File: config.mk
export PLATFORM = sky130hd
export DESIGN_NAME = adcf_result_fifo
export DESIGN_NICKNAME = d
export VERILOG_FILES = /design/src/rtl/adcf_pkg.sv /design/src/rtl/adcf_store.sv /design/src/rtl/adcf_errs.sv /design/src/rtl/adcf_pack.sv /design/src/rtl/adcf_result_fifo.sv
export SDC_FILE = /design/constraint.sdc
export NUM_CORES = 1
export LEC_CHECK = 0
export ABC_AREA = 1
export BUFFER_PORTS_ARGS = -buffer_cell sky130_fd_sc_hd__clkbuf_2
export CORE_MARGIN = 1
export CORE_UTILIZATION = 41
export DETAILED_ROUTE_END_ITERATION = 6
export PLACE_DENSITY = 0.69
export REMOVE_ABC_BUFFERS = 1
export SYNTH_ARGS = -nofsm -noshare
export SYNTH_HDL_FRONTEND = slang
export SYNTH_SLANG_ARGS = --single-unit
export TNS_END_PERCENT = 20
File: constraint.sdc
create_clock -name clk -period 3.9 [get_ports clk]
set_input_delay 0 -clock clk [delete_from_list [all_inputs] [get_ports clk]]
set_output_delay 0 -clock clk [all_outputs]
set_load 0.02 [all_outputs]
File: src/rtl/adcf_pkg.sv
package adcf_pkg;
  localparam int WORD_W      = 32;
  localparam int IDX_FIELD_W = 4;
  localparam int MAX_DEPTH   = 16;
  localparam int ST_RD_LSB   = 0;
  localparam int ST_WR_LSB   = 4;
  localparam int ST_EMPTY    = 8;
  localparam int ST_FULL     = 12;
  localparam int ERR_W       = 2;
  localparam int ERR_OVF     = 0;
  localparam int ERR_UNF     = 1;

  typedef struct packed {
    logic                   full;
    logic                   empty;
    logic [IDX_FIELD_W-1:0] wr_idx;
    logic [IDX_FIELD_W-1:0] rd_idx;
  } q_state_t;
endpackage

File: src/rtl/adcf_store.sv
module adcf_store
  import adcf_pkg::*;
#(
  parameter int DEPTH  = 8,
  parameter int DATA_W = 10
) (
  input  logic              clk,
  input  logic              rst_n,
  input  logic              push_req,
  input  logic [DATA_W-1:0] push_data,
  input  logic              pop_req,
  output logic [DATA_W-1:0] rd_data,
  output q_state_t          state,
  output logic              push_drop,
  output logic              pop_miss
);
  localparam int IDX_W = (DEPTH > 1) ? $clog2(DEPTH) : 1;
  localparam int OCC_W = $clog2(DEPTH + 1);
  localparam logic [IDX_W-1:0] LAST_IDX = IDX_W'(DEPTH - 1);
  localparam logic [OCC_W-1:0] FULL_OCC = OCC_W'(DEPTH);

  logic [DATA_W-1:0] slots [DEPTH];
  logic [IDX_W-1:0]  wr_q, rd_q;
  logic [OCC_W-1:0]  occ_q;
  logic              full, empty, push_ok, pop_ok;

  function automatic logic [IDX_W-1:0] step_idx(input logic [IDX_W-1:0] p);
    return (p == LAST_IDX) ? '0 : p + IDX_W'(1);
  endfunction

  assign full    = (occ_q == FULL_OCC);
  assign empty   = (occ_q == '0);
  assign push_ok = push_req && !full;
  assign pop_ok  = pop_req && !empty;
  assign push_drop = push_req && full;
  assign pop_miss  = pop_req && empty;

  always_ff @(posedge clk) begin
    if (push_ok) slots[wr_q] <= push_data;
  end

  always_ff @(posedge clk or negedge rst_n) begin
    if (!rst_n) begin
      wr_q  <= '0;
      rd_q  <= '0;
      occ_q <= '0;
    end else begin
      if (push_ok) wr_q <= step_idx(wr_q);
      if (pop_ok)  rd_q <= step_idx(rd_q);
      case ({push_ok, pop_ok})
        2'b10:   occ_q <= occ_q + OCC_W'(1);
        2'b01:   occ_q <= occ_q - OCC_W'(1);
        default: occ_q <= occ_q;
      endcase
    end
  end

  assign rd_data      = empty ? '0 : slots[rd_q];
  assign state.full   = full;
  assign state.empty  = empty;
  assign state.wr_idx = IDX_FIELD_W'(wr_q);
  assign state.rd_idx = IDX_FIELD_W'(rd_q);

  AST_NO_OVERFLOW: assert property (@(posedge clk) disable iff (!rst_n)
    (full && push_req) |=> $stable(wr_q));
  AST_NO_UNDERFLOW: assert property (@(posedge clk) disable iff (!rst_n)
    (empty && pop_req) |=> $stable(rd_q));
  AST_BOTH_KEEP_OCC: assert property (@(posedge clk) disable iff (!rst_n)
    (push_ok && pop_ok) |=> $stable(occ_q));
  AST_WR_ADVANCES: assert property (@(posedge clk) disable iff (!rst_n)
    push_ok |=> (wr_q != $past(wr_q)));
endmodule

File: src/rtl/adcf_errs.sv
module adcf_errs
  import adcf_pkg::*;
(
  input  logic             clk,
  input  logic             rst_n,
  input  logic [ERR_W-1:0] set_bits,
  input  logic             clr_valid,
  input  logic [ERR_W-1:0] clr_mask,
  output logic [ERR_W-1:0] flags
);
  logic [ERR_W-1:0] flags_q;

  for (genvar b = 0; b < ERR_W; b++) begin : g_flag
    always_ff @(posedge clk or negedge rst_n) begin
      if (!rst_n)                         flags_q[b] <= 1'b0;
      else if (set_bits[b])               flags_q[b] <= 1'b1;
      else if (clr_valid && clr_mask[b])  flags_q[b] <= 1'b0;
    end
  end

  assign flags = flags_q;

  AST_OVF_STICKY: assert property (@(posedge clk) disable iff (!rst_n)
    (flags_q[ERR_OVF] && !(clr_valid && clr_mask[ERR_OVF])) |=> flags_q[ERR_OVF]);
  AST_OVF_SETS: assert property (@(posedge clk) disable iff (!rst_n)
    set_bits[ERR_OVF] |=> flags_q[ERR_OVF]);
  AST_UNF_SETS: assert property (@(posedge clk) disable iff (!rst_n)
    set_bits[ERR_UNF] |=> flags_q[ERR_UNF]);
endmodule

File: src/rtl/adcf_pack.sv
module adcf_pack
  import adcf_pkg::*;
#(
  parameter int DATA_W = 10
) (
  input  q_state_t           state,
  input  logic [DATA_W-1:0]  rd_data,
  output logic [WORD_W-1:0]  out_word,
  output logic [WORD_W-1:0]  stat_word
);
  always_comb begin
    stat_word = '0;
    stat_word[ST_RD_LSB +: IDX_FIELD_W] = state.rd_idx;
    stat_word[ST_WR_LSB +: IDX_FIELD_W] = state.wr_idx;
    stat_word[ST_EMPTY]                 = state.empty;
    stat_word[ST_FULL]                  = state.full;
  end

  always_comb begin
    out_word = '0;
    out_word[DATA_W-1:0] = rd_data;
  end
endmodule

File: src/rtl/adcf_result_fifo.sv
module adcf_result_fifo
  import adcf_pkg::*;
#(
  parameter int DEPTH  = 8,
  parameter int DATA_W = 10
) (
  input  logic              clk,
  input  logic              rst_n,
  input  logic              in_valid,
  input  logic [DATA_W-1:0] in_data,
  output logic              in_ready,
  input  logic              out_ready,
  output logic              out_valid,
  output logic [31:0]       out_word,
  output logic [31:0]       stat_word,
  input  logic              clr_valid,
  input  logic [1:0]        clr_mask,
  output logic [1:0]        err_flags
);
  q_state_t          st;
  logic [DATA_W-1:0] head_data;
  logic              drop, miss;
  logic [ERR_W-1:0]  set_bits;

  adcf_store #(.DEPTH(DEPTH), .DATA_W(DATA_W)) u_store (
    .clk(clk), .rst_n(rst_n),
    .push_req(in_valid), .push_data(in_data),
    .pop_req(out_ready), .rd_data(head_data),
    .state(st), .push_drop(drop), .pop_miss(miss)
  );

  always_comb begin
    set_bits          = '0;
    set_bits[ERR_OVF] = drop;
    set_bits[ERR_UNF] = miss;
  end

  adcf_errs u_errs (
    .clk(clk), .rst_n(rst_n), .set_bits(set_bits),
    .clr_valid(clr_valid), .clr_mask(clr_mask), .flags(err_flags)
  );

  adcf_pack #(.DATA_W(DATA_W)) u_pack (
    .state(st), .rd_data(head_data),
    .out_word(out_word), .stat_word(stat_word)
  );

  assign in_ready  = !st.full;
  assign out_valid = !st.empty;

  AST_EMPTY_ZERO_OUT: assert property (@(posedge clk) disable iff (!rst_n)
    !out_valid |-> (out_word == 32'd0));
  AST_RD_IDX_HOLD: assert property (@(posedge clk) disable iff (!rst_n)
    !out_ready |=> $stable(stat_word[3:0]));
endmodule

==> results_dict.tcl <==
set metrics [dict create \
    max_freq_ghz 0.4077 \
    syn_inst 378 \
    hpwl_um 4872 \
    cts_tree "done" \
    grt_pass1_vias 2533 \
    fin_nets 456 \
    cts-hold-fix-buffers 17 \
    wl_per_cell_um 14.41 \
    dr_total_vias 2699 \
    diodes 0 \
    end_kind "flip-flop" \
    rows 36 \
    chipHeight_um 103.2 \
    tns_ns 0 \
    met3_usage 0.02890 \
    worst_pin_slew_ns 1.086 \
    p_leak_uw 0.001896 \
    whs_ns 0.08565 \
    drv_cap 0 \
    vdd_ir_drop_max_uv 254.1 \
    p_int_uw 2006 \
    pwr_density_cell_nw_per_um2 730.6 \
    clk_latency_ns 0.35 \
    die_x_um 103.2 \
    initial_core_util 0.4258 \
    finalPower_uw 3433 \
    yosys_warnings 0 \
    rsz0062_at_grt "false" \
    grt_max_degree 45 \
    area.growth.synth_to_final_pct 11.86 \
    ys_seq_area_frac 0.6434 \
    clockRootBuffer "clkbuf_8" \
    die_area_sq_um 10650 \
    register_area_sq_um 2703 \
    cp-startpoint "u_store.occ_q[1]$_DFFE_PN0P_" \
    finClkSkew_ns 0.009963 \
    gr-usage-met2 0.2872 \
    cts_buffer_depth 2 \
    drtPass1Iterations 5 \
    place_congestion 0.7694 \
    mostFrequentLayoutCell "nor2_1" \
    vias_per_cell 4.743 \
    fin_area_sq_um 4698 \
    status "finished, final reports clean" \
    routed_wl_um 8199 \
    layout-drive-gt1-share 0.1468 \
    antenna_found_initial 0 \
    first_iter_violations 155 \
    multi_input_comb_area_sq_um 1186 \
    crit_arrival_ns 2.68 \
    coreArea_sq_um 9864 \
    netSwitchingFraction 0.4155 \
    syn_avg_cell_area_sq_um 11.11 \
    cp_max_fo 13 \
    cts_sinks 92 \
    relSlewSlack 0.2732 \
    drv_slew 0 \
    track_usage 0.1670 \
    ys_ff_latch 92 \
    ys_types 27 \
    met1_usage 0.2033 \
    fin_util 0.4763 \
    r2r-start "u_store.occ_q[1]$_DFFE_PN0P_" \
    ios 85 \
    grt.busiest_layer "met2" \
    finalSetupViolCount 0 \
    netSwitchingPower_uw 1426 \
    start_kind "flip-flop" \
    worstSetupPathType "flip-flop to flip-flop" \
    fill_cells 879 \
    post_cts_buffers 0 \
    htree_levels 3 \
    grt_overflow_total 0 \
    cts_buffers 9 \
    ant_nets 0 \
    drc 0 \
    dpl-instance-area_sq_um 4339 \
    hold_path_class "input port to async pin" \
    crit_required_ns 4.12 \
    fin_crit_sh 0.6289 \
    netlist_area_sq_um 4200 \
    period_needed_ns 2.453 \
    power_frac_seq 0.399 \
    grt_pass1_wl_um 12610 \
    pwr-share-comb 0.421 \
    post_cts_resized 0 \
    power_frac_clock 0.180 \
    final_cell_mix "nor2_1, edfxtp_1, conb_1, clkbuf_2, nand2_1" \
    final_hold_viol_count 0 \
    clk_pin_slew_ns 0.08 \
    io_buffers 38 \
]
==> cells by family after synthesis <==
| kind of cell | count (synthesis) | share of synthesized area |
|---|---|---|
| buf+inv | 76 | 0.1144 |
| fa+ha+maj | 7 | 0.02085 |
| simple gates | 128 | 0.1192 |
| xor+xnor | 3 | 0.006257 |
| compound gates | 71 | 0.09502 |
| flops | 92 | 0.6434 |
| other cells | 1 | 0.0008928 |
==> power by group through the flow <==
stage / sequential [uW] / clock, uW / combinational [uW]
2_1_floorplan: 1470 / 0 / 864
3_3_place_gp: 1390 / 0 / 1400
3_5_place_dp: 1390 / 0 / 1430
4_1_cts: 1370 / 631 / 1460
5_1_grt: 1390 / 665 / 1620
6_report: 1370 / 618 / 1440
==> registers in the layout (all words and copies together) (netlist names) <==
name           count
u_errs.flags       2
u_store.slots     80
u_store.wr_q       3
u_store.occ_q      4
u_store.rd_q       3
==> synth_stat cells <==
cell	instances	area [sq um]
nor2_1	84	315.3
edfxtp_1	80	2402
buf_4	49	367.9
nand2_1	36	135.1
o21ai_1	30	150.1
o21ai_0	18	90.09
dfrtp_1	12	300.3
inv_1	10	37.54
o211ai_1	10	75.07
o22ai_1	10	62.56
buf_2	9	45.04
ha_1	7	87.58
clkbuf_1	4	15.01
nand3_1	3	15.01
inv_2	2	7.510
nand2_2	2	12.51
xnor2_1	2	17.52
a21oi_1	1	5.000
a22o_1	1	8.760
buf_1	1	3.750
clkinv_1	1	3.750
conb_1	1	3.750
nand3_2	1	10.01
nor2_2	1	6.260
o21a_1	1	7.510
or2_1	1	6.260
xor2_1	1	8.760
==> final timing paths <==
path | endpoint | slack [ns] | cells after the start
worst min-delay path | u_store.wr_q[2]$_DFFE_PN0P_ | 0.09 | 2
min in group clk | u_store.slots[4][8]$_DFFE_PP_ | 0.47 | 2
worst max register to register | u_store.occ_q[2]$_DFFE_PN0P_ | 1.45 | 12
worst min register to register | u_store.occ_q[0]$_DFFE_PN0P_ | 0.55 | 1
max in group asynchronous | u_store.rd_q[1]$_DFFE_PN0P_ | 3.57 | 2
worst max-delay path | u_store.occ_q[2]$_DFFE_PN0P_ | 1.45 | 12
==> critical path, stage by stage, from the launching register on <==
cell	delay, ns
dfrtp_1	0.42
nor2_1	0.09
nand2_1	0.43
inv_1	0.16
nor2_2	0.24
ha_1	0.25
nand2_1	0.07
inv_1	0.06
nor2_1	0.05
ha_1	0.17
a21oi_1	0.15
xor2_1	0.16
o21ai_0	0.08
==> cell type report <==
cell class                 instances  share of cell area
sequential                        92              0.5752
multi-input combinational        255              0.2525
timing repair buffer              61             0.08628
tap                              133             0.03542
clock buffer                       9             0.02636
clock inverter                     6             0.01385
inverter                          13             0.01039
==> routing by layer <==
metal	vias to the layer above	part of all wire
met3	6	0.067
met2	107	0.49
li1	1311	-
met1	1275	0.43
met5	-	0
met4	0	0.010
==> stage by stage <==
stage | std cells | setup slack, ns
floorplan | 360 | 1.622
global placement | 537 | 1.573
detailed placement | 537 | 1.435
CTS | 569 | 1.414
global route | 569 | 1.210
finish | 569 | 1.447
(Power assumes the default switching activity.)
